File: config.mk
export PLATFORM = sky130hd
export DESIGN_NAME = ser_host_guard
export DESIGN_NICKNAME = d
export VERILOG_FILES = /design/src/rtl/ser_host_pkg.sv /design/src/rtl/shg_busy_tracker.sv /design/src/rtl/shg_buf_reg.sv /design/src/rtl/shg_ctrl_reg.sv /design/src/rtl/ser_host_guard.sv
export SDC_FILE = /design/constraint.sdc
export NUM_CORES = 1
export LEC_CHECK = 0
export BUFFER_PORTS_ARGS = -buffer_cell sky130_fd_sc_hd__buf_4
export CAP_MARGIN = 20
export CORE_MARGIN = 2
export CORE_UTILIZATION = 45
export CTS_CLUSTER_SIZE = 14
export DETAILED_ROUTE_END_ITERATION = 16
export PLACE_DENSITY_LB_ADDON = 0.12
export REMOVE_ABC_BUFFERS = 1
export SKIP_CTS_REPAIR_TIMING = 1
export SYNTH_ARGS = -nofsm -noshare
export SYNTH_HDL_FRONTEND = slang
export SYNTH_HIERARCHICAL = 1
export SYNTH_SLANG_ARGS = --single-unit
File: constraint.sdc
create_clock -name clk -period 2.2 [get_ports clk]
set_clock_uncertainty 0.15 [all_clocks]
set_input_delay 0.22 -clock clk [delete_from_list [all_inputs] [get_ports clk]]
set_output_delay 0.22 -clock clk [all_outputs]
set_load 0.02 [all_outputs]
File: src/rtl/ser_host_pkg.sv
package ser_host_pkg;

  localparam int TRIG_W = 5;
  localparam int CMD_W  = TRIG_W + 1;
  localparam int CMD_TX = TRIG_W;

  localparam int TRIG_START  = 0;
  localparam int TRIG_RSTART = 1;
  localparam int TRIG_STOP   = 2;
  localparam int TRIG_RCV    = 3;
  localparam int TRIG_ACK    = 4;

  // Keep only the lowest-numbered requested trigger (start wins).
  function automatic logic [TRIG_W-1:0] pick_trigger(input logic [TRIG_W-1:0] req);
    logic [TRIG_W-1:0] sel;
    sel = '0;
    for (int i = TRIG_W - 1; i >= 0; i--) begin
      if (req[i]) begin
        sel    = '0;
        sel[i] = 1'b1;
      end
    end
    return sel;
  endfunction

  // Pack the trigger and transmit grants into the command vector.
  function automatic logic [CMD_W-1:0] make_cmd(input logic [TRIG_W-1:0] trig,
                                                input logic tx);
    return {tx, trig};
  endfunction

endpackage

File: src/rtl/shg_busy_tracker.sv
module shg_busy_tracker (
  input  logic clk,
  input  logic rst_n,
  input  logic launch,
  input  logic op_done,
  output logic busy
);

  always_ff @(posedge clk) begin
    if (!rst_n)      busy <= 1'b0;
    else if (launch) busy <= 1'b1;
    else if (op_done) busy <= 1'b0;
  end

  // an accepted request always leaves the block busy
  p_launch_sets_busy_r5: assert property (@(posedge clk) disable iff (!rst_n)
    launch |=> busy);

  // No queueing: a launch never arrives on top of a running operation
  p_launch_only_idle_r7: assert property (@(posedge clk) disable iff (!rst_n)
    launch |-> !busy);

  // done clears busy, done while idle changes nothing
  p_done_clears_r9: assert property (@(posedge clk) disable iff (!rst_n)
    (op_done && !launch) |=> !busy);

endmodule

File: src/rtl/shg_buf_reg.sv
module shg_buf_reg #(
  parameter int DATA_W = 8
) (
  input  logic              clk,
  input  logic              rst_n,
  input  logic              wr_buf,
  input  logic              wr_stat,
  input  logic              stat_bit,
  input  logic [DATA_W-1:0] wr_data,
  input  logic              busy,
  output logic              tx_go,
  output logic [DATA_W-1:0] buf_q,
  output logic              collision
);

  logic col_evt;
  logic col_clr;

  assign tx_go   = wr_buf & ~busy;
  assign col_evt = wr_buf & busy;
  assign col_clr = wr_stat & ~stat_bit;

  always_ff @(posedge clk) begin
    if (!rst_n)     buf_q <= '0;
    else if (tx_go) buf_q <= wr_data;
  end

  always_ff @(posedge clk) begin
    if (!rst_n)       collision <= 1'b0;
    else if (col_evt) collision <= 1'b1;
    else if (col_clr) collision <= 1'b0;
  end

  p_load_idle_r2: assert property (@(posedge clk) disable iff (!rst_n)
    (wr_buf && !busy) |=> buf_q == $past(wr_data));

  p_reject_keeps_r3: assert property (@(posedge clk) disable iff (!rst_n)
    (wr_buf && busy) |=> ($stable(buf_q) && collision));

  p_sticky_flag_r4: assert property (@(posedge clk) disable iff (!rst_n)
    (collision && !wr_stat) |=> collision);

  p_clear_flag_r4: assert property (@(posedge clk) disable iff (!rst_n)
    (wr_stat && !stat_bit && !wr_buf) |=> !collision);

endmodule

File: src/rtl/shg_ctrl_reg.sv
module shg_ctrl_reg
  import ser_host_pkg::*;
#(
  parameter int DATA_W = 8
) (
  input  logic                     clk,
  input  logic                     rst_n,
  input  logic                     wr_ctrl,
  input  logic [DATA_W-1:0]        wr_data,
  input  logic                     busy,
  output logic [TRIG_W-1:0]        trig_go,
  output logic [DATA_W-TRIG_W-1:0] ctrl_hi
);

  localparam int HI_W = DATA_W - TRIG_W;

  logic [TRIG_W-1:0] trig_req;

  assign trig_req = wr_data[TRIG_W-1:0] & {TRIG_W{wr_ctrl & ~busy}};
  assign trig_go  = pick_trigger(trig_req);

  always_ff @(posedge clk) begin
    if (!rst_n)       ctrl_hi <= '0;
    else if (wr_ctrl) ctrl_hi <= wr_data[DATA_W-1:TRIG_W];
  end

  p_hi_writable_r8: assert property (@(posedge clk) disable iff (!rst_n)
    wr_ctrl |=> ctrl_hi == $past(wr_data[DATA_W-1:TRIG_W]));

  p_hi_hold_r8: assert property (@(posedge clk) disable iff (!rst_n)
    !wr_ctrl |=> $stable(ctrl_hi));

  initial begin
    assert (HI_W >= 1);
  end

endmodule

File: src/rtl/ser_host_guard.sv
module ser_host_guard
  import ser_host_pkg::*;
#(
  parameter int                DATA_W    = 8,
  parameter int                ADDR_W    = 2,
  parameter logic [ADDR_W-1:0] ADDR_BUF  = 'd0,
  parameter logic [ADDR_W-1:0] ADDR_CTRL = 'd1,
  parameter logic [ADDR_W-1:0] ADDR_STAT = 'd2
) (
  input  logic                     clk,
  input  logic                     rst_n,
  input  logic                     wr_en,
  input  logic [ADDR_W-1:0]        wr_addr,
  input  logic [DATA_W-1:0]        wr_data,
  input  logic                     eng_done,
  output logic [DATA_W-1:0]        buf_q,
  output logic [DATA_W-TRIG_W-1:0] ctrl_hi,
  output logic [CMD_W-1:0]         cmd_stb,
  output logic                     busy,
  output logic                     collision
);

  logic              wr_buf;
  logic              wr_ctrl;
  logic              wr_stat;
  logic              tx_go;
  logic [TRIG_W-1:0] trig_go;
  logic              launch;

  assign wr_buf  = wr_en && (wr_addr == ADDR_BUF);
  assign wr_ctrl = wr_en && (wr_addr == ADDR_CTRL);
  assign wr_stat = wr_en && (wr_addr == ADDR_STAT);
  assign launch  = tx_go | (|trig_go);

  shg_buf_reg #(.DATA_W(DATA_W)) u_buf (
    .clk       (clk),
    .rst_n     (rst_n),
    .wr_buf    (wr_buf),
    .wr_stat   (wr_stat),
    .stat_bit  (wr_data[0]),
    .wr_data   (wr_data),
    .busy      (busy),
    .tx_go     (tx_go),
    .buf_q     (buf_q),
    .collision (collision)
  );

  shg_ctrl_reg #(.DATA_W(DATA_W)) u_ctrl (
    .clk     (clk),
    .rst_n   (rst_n),
    .wr_ctrl (wr_ctrl),
    .wr_data (wr_data),
    .busy    (busy),
    .trig_go (trig_go),
    .ctrl_hi (ctrl_hi)
  );

  shg_busy_tracker u_busy (
    .clk     (clk),
    .rst_n   (rst_n),
    .launch  (launch),
    .op_done (eng_done),
    .busy    (busy)
  );

  always_ff @(posedge clk) begin
    if (!rst_n) cmd_stb <= '0;
    else        cmd_stb <= make_cmd(trig_go, tx_go);
  end

  p_one_cmd_r11: assert property (@(posedge clk) disable iff (!rst_n)
    $onehot0(cmd_stb));

  p_pulse_r11: assert property (@(posedge clk) disable iff (!rst_n)
    (|cmd_stb) |=> cmd_stb == '0);

  p_masked_busy_r7: assert property (@(posedge clk) disable iff (!rst_n)
    ((wr_ctrl || wr_buf) && busy) |=> cmd_stb == '0);

  p_start_wins_r6: assert property (@(posedge clk) disable iff (!rst_n)
    (wr_ctrl && !busy && wr_data[TRIG_START]) |=> cmd_stb[TRIG_START]);

  p_strobe_busy_r5: assert property (@(posedge clk) disable iff (!rst_n)
    (|cmd_stb) |-> busy || $past(eng_done));

endmodule

# Word-level counts from Yosys, hierarchy flattened
# Cells that the tools add are included.
[totals] reg_bits=19 in_bits=14 elab_cells=31
[op_classes] eq_ne=2 n_bitwise=8 reduce_logical=7 n_mux=9
[ops] cell="two-way mux 5 bit" count=5
[ops] cell="AND 5 bit" count=1
[ops] cell="OR reduction 5 bit" count=1
[ops] cell="AND 1 bit" count=4
[ops] cell="two-way mux 1 bit" count=4
[ops] cell="nonzero test 2 bit" count=2
[ops] cell="logical AND 1 bit" count=3
[ops] cell="== test 2 x 1 -> 1 bit (second input constant)" count=1
[ops] cell="== test 2 bit (second input constant)" count=1
[ops] cell="zero test 2 bit" count=1
[ops] cell="inverter 1 bit" count=2
[ops] cell="OR 1 bit" count=1

# Depth between registers and ports, before layout
# Gate-level depths: netlist (run 1).
[logic_depth] word_depth=12 depth_mapped=7 depth_no_buf=6

# By module
# The synthesis (run 1) kept the hierarchy.
[modules_own_cells] mod="shg_buf_reg" cells_per_inst=41 area_each_um2=387.9 n_inst=1
[modules_own_cells] mod="ser_host_guard" cells_per_inst=18 area_each_um2=197.7 n_inst=1
[modules_own_cells] mod="shg_ctrl_reg" cells_per_inst=17 area_each_um2=178.9 n_inst=1
[modules_own_cells] mod="shg_busy_tracker" cells_per_inst=3 area_each_um2=41.3 n_inst=1

# Least setup slack after synthesis (run 1)
# No wires, ideal clock.
[synth_path] kind="input to register" startpoint="input wr_addr[1]" endpoint="register u_busy.busy" setup_slack_ns=0.480 t_arrival_ns=1.513 setup_ns=0.058 cell_stages=7 path_cell_list="and3b_1 > buf_4 > or4b_4 > nor4b_2 > nor4_1 > nand2_1 > o21a_1"
[synth_via] elab_chain_cells=12
[synth_lines] item="from (decl)" line="ser_host_guard.sv:13" source="input logic [ADDR_W-1:0] wr_addr,"
[synth_lines] item="== test 2 x 1 -> 1 bit (*)" line="ser_host_guard.sv:31" source="assign wr_ctrl = wr_en && (wr_addr == ADDR_CTRL);"
[synth_lines] item="logical AND 1 bit (*)" line="ser_host_guard.sv:31"
[synth_lines] item="AND 1 bit (*)" line="shg_ctrl_reg.sv:19" source="assign trig_req = wr_data[TRIG_W-1:0] & {TRIG_W{wr_ctrl & ~busy}};"
[synth_lines] item="AND 5 bit (*)" line="shg_ctrl_reg.sv:19"
[synth_lines] item="two-way mux 5 bit (4 in series)" line="ser_host_pkg.sv:18" source="if (req[i]) begin"
[synth_lines] item="two-way mux 5 bit (*)" line="ser_host_pkg.sv:18"
[synth_lines] item="named net trig_go[4]" line="ser_host_guard.sv:27" source="logic [TRIG_W-1:0] trig_go;"
[synth_lines] item="OR reduction 5 bit (*)" line="ser_host_guard.sv:33" source="assign launch = tx_go | (|trig_go);"
[synth_lines] item="OR 1 bit (*)" line="ser_host_guard.sv:33"
[synth_lines] item="named net launch" line="ser_host_guard.sv:28" source="logic launch;"
[synth_lines] item="two-way mux 1 bit or nonzero test 2 bit (tied branches)"
[synth_lines] item="to (signal assigned)" line="shg_busy_tracker.sv:10" source="if (!rst_n) busy <= 1'b0;"
[synth_lines] item="to (signal assigned)" line="shg_busy_tracker.sv:11" source="else if (launch) busy <= 1'b1;"
[synth_lines] item="to (signal assigned)" line="shg_busy_tracker.sv:12" source="else if (op_done) busy <= 1'b0;"
[synth_lines] item="to (decl)" line="shg_busy_tracker.sv:6" source="output logic busy"
# The timed path passes the listed nets; every way through them passes the cells marked *.
# A chain may end at the register's enable or synchronous reset.

# Worst setup path after layout (run 1)
[layout_path] startpoint="register u_busy.busy" endpoint="register u_busy.busy"
[layout_via] elab_chain_cells=11
[layout_lines] item="inverter 1 bit (*)" line="shg_ctrl_reg.sv:19"
[layout_lines] item="AND 1 bit (*)" line="shg_ctrl_reg.sv:19"
[layout_lines] item="AND 5 bit (*)" line="shg_ctrl_reg.sv:19"
[layout_lines] item="two-way mux 5 bit (4 in series)" line="ser_host_pkg.sv:18"
[layout_lines] item="two-way mux 5 bit (*)" line="ser_host_pkg.sv:18"
[layout_lines] item="named net trig_go[4]" line="ser_host_guard.sv:27"
[layout_lines] item="OR reduction 5 bit (*)" line="ser_host_guard.sv:33"
[layout_lines] item="OR 1 bit (*)" line="ser_host_guard.sv:33"
[layout_lines] item="named net launch" line="ser_host_guard.sv:28"
[layout_lines] item="two-way mux 1 bit or nonzero test 2 bit (tied branches)"
# Marked as above.

==> metrics.txt, run 1 <==
run status completed; TritonCTS clock tree yes; count of buffer and inverter cells on the critical path 0; most common library cells after synthesis 19 x sky130_fd_sc_hd__dfxtp_1, 18 x sky130_fd_sc_hd__nand2_1, 11 x sky130_fd_sc_hd__mux2i_1; mean cell area of the mapped netlist between 10 and 15 um^2; data required time at the worst endpoint 2.29 ns; CP Depth 5; number of ports placed on the die boundary 33; Die Outline Area approximately 0.0021 mm^2; critical path endpoint category flop; number of buffers created by CTS 3; count of nets after finishing between 100 and 150; WL per Instance 11.0 um; starting density of the core 47.2%; critical path fanouts, max 7; depth of the worst register-to-register path 5; vias around 640; Yosys Warn Count 6; number of synthesized register bits 19; number of nets still failing antenna checks after routing 0; sum of negative setup slack 0 ns; row count 15; setup repair after global routing missed its margin no; htree depth 1; CTS sink count 19; count of flip-flops with a built-in enable after synthesis 0; most used standard cell by instance count after synthesis sky130_fd_sc_hd__dfxtp_1; worst-case register-to-register setup slack 0.43 ns; largest net degree at the start of global routing 29; DRC violations left 0; clock tree root driver cell sky130_fd_sc_hd__clkbuf_4; aggregate global-route resource usage between 10% and 20%; initial DRC count 2; core utilization of the finished layout 62.6%; crit share post-route 80.5%; slowest library cell on the worst path sky130_fd_sc_hd__or4b_4; area grow syn2layout 32.8%; worst min-delay path category in -> reg; Placer Congestion 0.724; clk buf depth 2; initial antenna violation count 0; top-area cell type share of the netlist area between 40 and 50%; aggregate routed wire length 1510 um; buffers added on ports 32; post-synthesis instance area a little over 800 um^2; register clock-pin slew on the reported worst setup and hold paths 0.10 ns; PD cells 576 mW/mm^2; leak pwr 0.478 nW; number of global-route vias before repair 524; time the worst path needs with I/O delays and setup 1.77 ns; drt pass-1 iters 4; top area cells in the synthesized netlist sky130_fd_sc_hd__dfxtp_1 47%, sky130_fd_sc_hd__mux2i_1 14%, sky130_fd_sc_hd__nand2_1 8.4%, sky130_fd_sc_hd__buf_6 4.2%, sky130_fd_sc_hd__and2_1 3.9%; Core Box Area 0.00171 mm^2; detailed-route vias per instance 4.65; Highest Clock Rate 0.565 GHz; Worst Setup Path Type reg -> reg; sort of element at the start of the critical path flop; worst hold path cell count 3; final setup violation count 0; final hold slack 0.0356 ns; normalized max-slew margin roughly three quarters; Hold Vio Cnt, Final 0; proportion of synthesized chip area in sequential cells 47.2%; fraction of synthesis flops using an asynchronous set or reset pin 0%; clock latency of the later-clocked register in the worst-skew pair 0.29 ns; Crit path largest cell delay between 0.5 and 0.6 ns; Max Transition Viols Final 0; Max-cap violations 0; cell type group with the largest total delay on the critical path simple AND/OR/NAND/NOR gates; post-detailed-placement half-perimeter wirelength 1130 um; CP cell instances or4b_4 -> nor4b_2 -> nor4_1 -> nand2_1 -> o21a_1; commonest register cell after synthesis sky130_fd_sc_hd__dfxtp_1; number of unique standard cell types used by synthesis 20; GRT Residual Overflow 0; post-synthesis instance total 79; WP data arrival 1.86 ns; Vert. Die Dim 46.3 um; transition time of the tightest slew-check pin roughly 0.36 ns; fraction of final layout cells sized beyond drive strength 1 36.6%; leading area contributor after synthesis sky130_fd_sc_hd__dfxtp_1; highest ir drop seen on vdd 459 uV; number of antenna cells inserted 0; global-route wire length before repair 2280 um; overall die width approximately 46 um
==> report_power, final <==
part / internal, W / switching (W) / leakage, nW
logic: 0.0000456 / 0.0000430 / 0.308
clock network: 0.0000704 / 0.0000967 / 0.0150
registers: 0.000354 / 0.00000699 / 0.154
==> stage by stage <==
stage / total power [W] / setup slack [ns] / instance area, um^2 / std cells
5_1_grt: 0.000651 / 0.356 / 1070 / 137
3_3_place_gp: 0.000456 / 0.436 / 1040 / 133
2_1_floorplan: 0.000408 / 0.459 / 764 / 75
4_1_cts: 0.000626 / 0.440 / 1070 / 137
3_5_place_dp: 0.000458 / 0.380 / 1040 / 133
6_report: 0.000616 / 0.429 / 1070 / 137
==> layer usage <==
layer	global-route usage, %	part of all wire (%)
met1	20.0	45
met4	8.57	2.1
met3	3.53	4.5
met2	22.8	48
met5	0	0
==> cell usage in the layout (no fill, tap or decap), drive strengths merged, types with 2 or more instances in the layout <==
cell,count
and2,6
and3b,3
buf,33
clkbuf,4
dfxtp,19
mux2i,11
nand2,18
nor2,2
nor2b,6
nor3b,2
==> registers in the layout, summed over array words and instances, names as in the netlist <==
| name | count |
|---|---|
| u_buf/buf_q | 8 |
| u_buf/collision | 1 |
| cmd_stb | 6 |
| u_ctrl/ctrl_hi | 3 |
| u_busy/busy | 1 |
==> worst min-delay path, stage by stage <==
cell and delay (ns):
sky130_fd_sc_hd__buf_4 0.11, sky130_fd_sc_hd__nand2_1 0.05, sky130_fd_sc_hd__mux2i_1 0.05
==> cells by family after synthesis <==
family,synth area share [%]
buf+inv,5.59
simple gates,32.0
flops,47.2
mux,13.7
compound gates,1.55
==> final cells by class <==
| cell class | instances | area (um^2) |
|---|---|---|
| Clock buffer | 4 | 26.3 |
| Fill cell | 161 | 638 |
| Inverter | 1 | 3.75 |
| Multi-Input combinational cell | 55 | 380 |
| Sequential cell | 19 | 380 |
| Tap cell | 25 | 31.3 |
| Timing Repair Buffer | 33 | 248 |
==> path summary, 6_finish.rpt <==
check	startpoint	endpoint
setup / recovery	u_busy/busy	u_busy/busy
hold / removal	wr_data[5]	u_buf/buf_q[5]
setup reg to reg	u_busy/busy	u_busy/busy
hold reg to reg	u_buf/buf_q[5]	u_buf/buf_q[5]
Note: power is estimated with default switching activity, not from simulation.
==> run 2, diff against run 1 <==
- CORE_UTILIZATION: 45 -> 41
- clock period: 2.2 -> 1.45 ns (I/O delays scaled with it)
==> metrics.txt, run 2 (synthesis results as in run 1) <==
run status finished, violations left (was completed); violated checks negative setup slack; power consumption 0.000988 W (was 0.000616 W); CTS sink count 19 (unchanged); clock tree root driver cell sky130_fd_sc_hd__clkbuf_4 (unchanged); WL per Instance 11.6 um (was 11.0 um); area of the multi-input gates 400 um^2 (was 380 um^2); largest registers u_buf/buf_q (8), cmd_stb (6), u_ctrl/ctrl_hi (3) (unchanged); highest ir drop seen on vdd 718 uV (was 459 uV); starting density of the core 42.4% (was 47.2%); setup repair after global routing missed its margin yes (was no); area grow syn2layout 52.0% (was 32.8%); filler cell count in the final layout 174 (was 161); post-detailed-placement half-perimeter wirelength 1190 um (was 1130 um); clock latency of the later-clocked register in the worst-skew pair 0.30 ns (was 0.29 ns); row count 16 (was 15); count of nets after finishing 140 (was 127); crit share post-route 111% (was 80.5%); TritonCTS clock tree yes (unchanged); aggregate routed wire length 1760 um (was 1510 um); worst-case register-to-register setup slack -0.16 ns (was 0.43 ns); initial DRC count 2 (unchanged); CP cell instances or4b_4 -> nor4b_4 -> nor4_2 -> nand2_1 -> o21a_1 (was or4b_4 -> nor4b_2 -> nor4_1 -> nand2_1 -> o21a_1); FF-to-FF End u_busy/busy (unchanged); worst min-delay path category in -> reg (unchanged); Largest Register u_buf/buf_q (unchanged); Highest Clock Rate 0.621 GHz (was 0.565 GHz); buffers added on ports 32 (unchanged); critical path fanouts, max 3 (was 7); vias 688 (was 637); global-route wire length before repair 2650 um (was 2280 um); Vert. Die Dim 48.3 um (was 46.3 um); clk buf depth 2 (unchanged); number of antenna cells inserted 0 (unchanged); Worst Min Path Start wr_addr[1] (was wr_data[5]); GRT Residual Overflow 0 (unchanged); initial antenna violation count 0 (unchanged); sequential cell area 382 um^2 (was 380 um^2); overall die width 48.3 um (was 46.3 um); Core Box Area 0.00190 mm^2 (was 0.00171 mm^2); most common cell after layout, fill and taps aside sky130_fd_sc_hd__buf_4 (unchanged); sort of element at the start of the critical path flop (unchanged); Max Transition Viols Final 0 (unchanged); PD cells 806 mW/mm^2 (was 576 mW/mm^2); number of ports placed on the die boundary 33 (unchanged); Worst Setup Path Type reg -> reg (unchanged); sink of the worst hold path u_buf/collision (was u_buf/buf_q[5]); Die Outline Area 0.00234 mm^2 (was 0.00215 mm^2); post-place instance area 0.00110 mm^2 (was 0.00104 mm^2); Placed Cells 140 (was 133); drt pass-1 iters 4 (unchanged); flip-flop count of the largest register after layout 8 (unchanged); number of nets still failing antenna checks after routing 0 (unchanged); fraction of final layout cells sized beyond drive strength 1 40.0% (was 36.6%); htree depth 1 (unchanged); slowest library cell on the worst path sky130_fd_sc_hd__or4b_4 (unchanged); worst hold path cell count 4 (was 3); count of placed standard cells in the final layout, fillers left out 152 (was 137); number of buffers created by CTS 3 (unchanged); Crit path largest cell delay 0.51 ns (was 0.58 ns); detailed-route vias per instance 4.53 (was 4.65); Max-cap violations 0 (unchanged); core utilization of the finished layout 64.4% (was 62.6%); critical path endpoint category flop (unchanged); startpoint of the worst-slack reg-to-reg timing path u_busy/busy (unchanged); Hold Vio Cnt, Final 0 (unchanged); largest net degree at the start of global routing 29 (unchanged); number of global-route vias before repair 672 (was 524); commonest non-fill, non-tap cells in the layout 37 x sky130_fd_sc_hd__buf_4, 18 x sky130_fd_sc_hd__nand2_1, 18 x sky130_fd_sc_hd__dfxtp_1 (was 33 x sky130_fd_sc_hd__buf_4, 19 x sky130_fd_sc_hd__dfxtp_1, 18 x sky130_fd_sc_hd__nand2_1); Post-Layout Inst Area 0.00122 mm^2 (was 0.00107 mm^2); leak pwr 0.551 nW (was 0.478 nW); aggregate global-route resource usage 14.4% (was 15.3%); final critical-path setup slack -0.161 ns (was 0.429 ns); WP data arrival 1.71 ns (was 1.86 ns); final setup violation count 3 (was 0); data required time at the worst endpoint 1.55 ns (was 2.29 ns); DRC violations left 0 (unchanged); time the worst path needs with I/O delays and setup 1.61 ns (was 1.77 ns); register clock-pin slew on the reported worst setup and hold paths 0.11 ns (was 0.10 ns); Placer Congestion 0.784 (was 0.724); transition time of the tightest slew-check pin 0.292 ns (was 0.360 ns); normalized max-slew margin 80.3% (was 76.0%); depth of the worst register-to-register path 5 (unchanged)
==> run 2: how the worst max path moves through the flow <==
stage                start          end  cells after the start  slack, ns
2_1_floorplan  u_busy/busy  u_busy/busy                      5      -0.27
3_3_place_gp    wr_addr[1]  u_busy/busy                      7      -0.24
3_5_place_dp    wr_addr[1]  u_busy/busy                      7      -0.30
4_1_cts        u_busy/busy  u_busy/busy                      5      -0.21
5_1_grt        u_busy/busy  u_busy/busy                      5      -0.22
6_report       u_busy/busy  u_busy/busy                      5      -0.16
==> run 2: per-layer routing <==
layer / vias up / global-route usage, % / wire length (um)
met2: 22 / 26.9 / 905
met1: 312 / 15.5 / 760
li1: 354 / - / -
met5: - / 0 / 0
met3: 0 / 4.94 / 92
met4: 0 / 3.81 / 0
==> run 2: layout make-up <==
cell class | instances | area share (%)
multi-input cells | 55 | 32.7
flip-flops and latches | 19 | 31.2
repair buffers | 46 | 30.8
well taps | 27 | 2.76
clock buffers | 3 | 1.84
clock inverters | 1 | 0.409
inverters | 1 | 0.306
==> run 2: critical path, delay by kind of cell (launching register included) <==
kind | cells | cell delay, ns
AOI/OAI and AO/OA | 1 | 0.10
DFF | 1 | 0.34
and+or+nand+nor | 4 | 0.96
==> run 2: through the flow <==
step           hold WS [ns]  setup TNS (ns)  setup slack [ns]
6_report             0.0218          -0.285            -0.161
5_1_grt              0.0416          -0.416            -0.223
4_1_cts             -0.0511          -0.386            -0.212
3_5_place_dp          0.269          -0.624            -0.296
3_3_place_gp          0.263          -0.484            -0.237
2_1_floorplan         0.112          -0.566            -0.268
==> run 2: power by group <==
part           total, W  switching [W]  internal, W
Clock          0.000269       0.000166     0.000103
Sequential     0.000545     0.00000747     0.000537
Combinational  0.000174      0.0000776    0.0000966
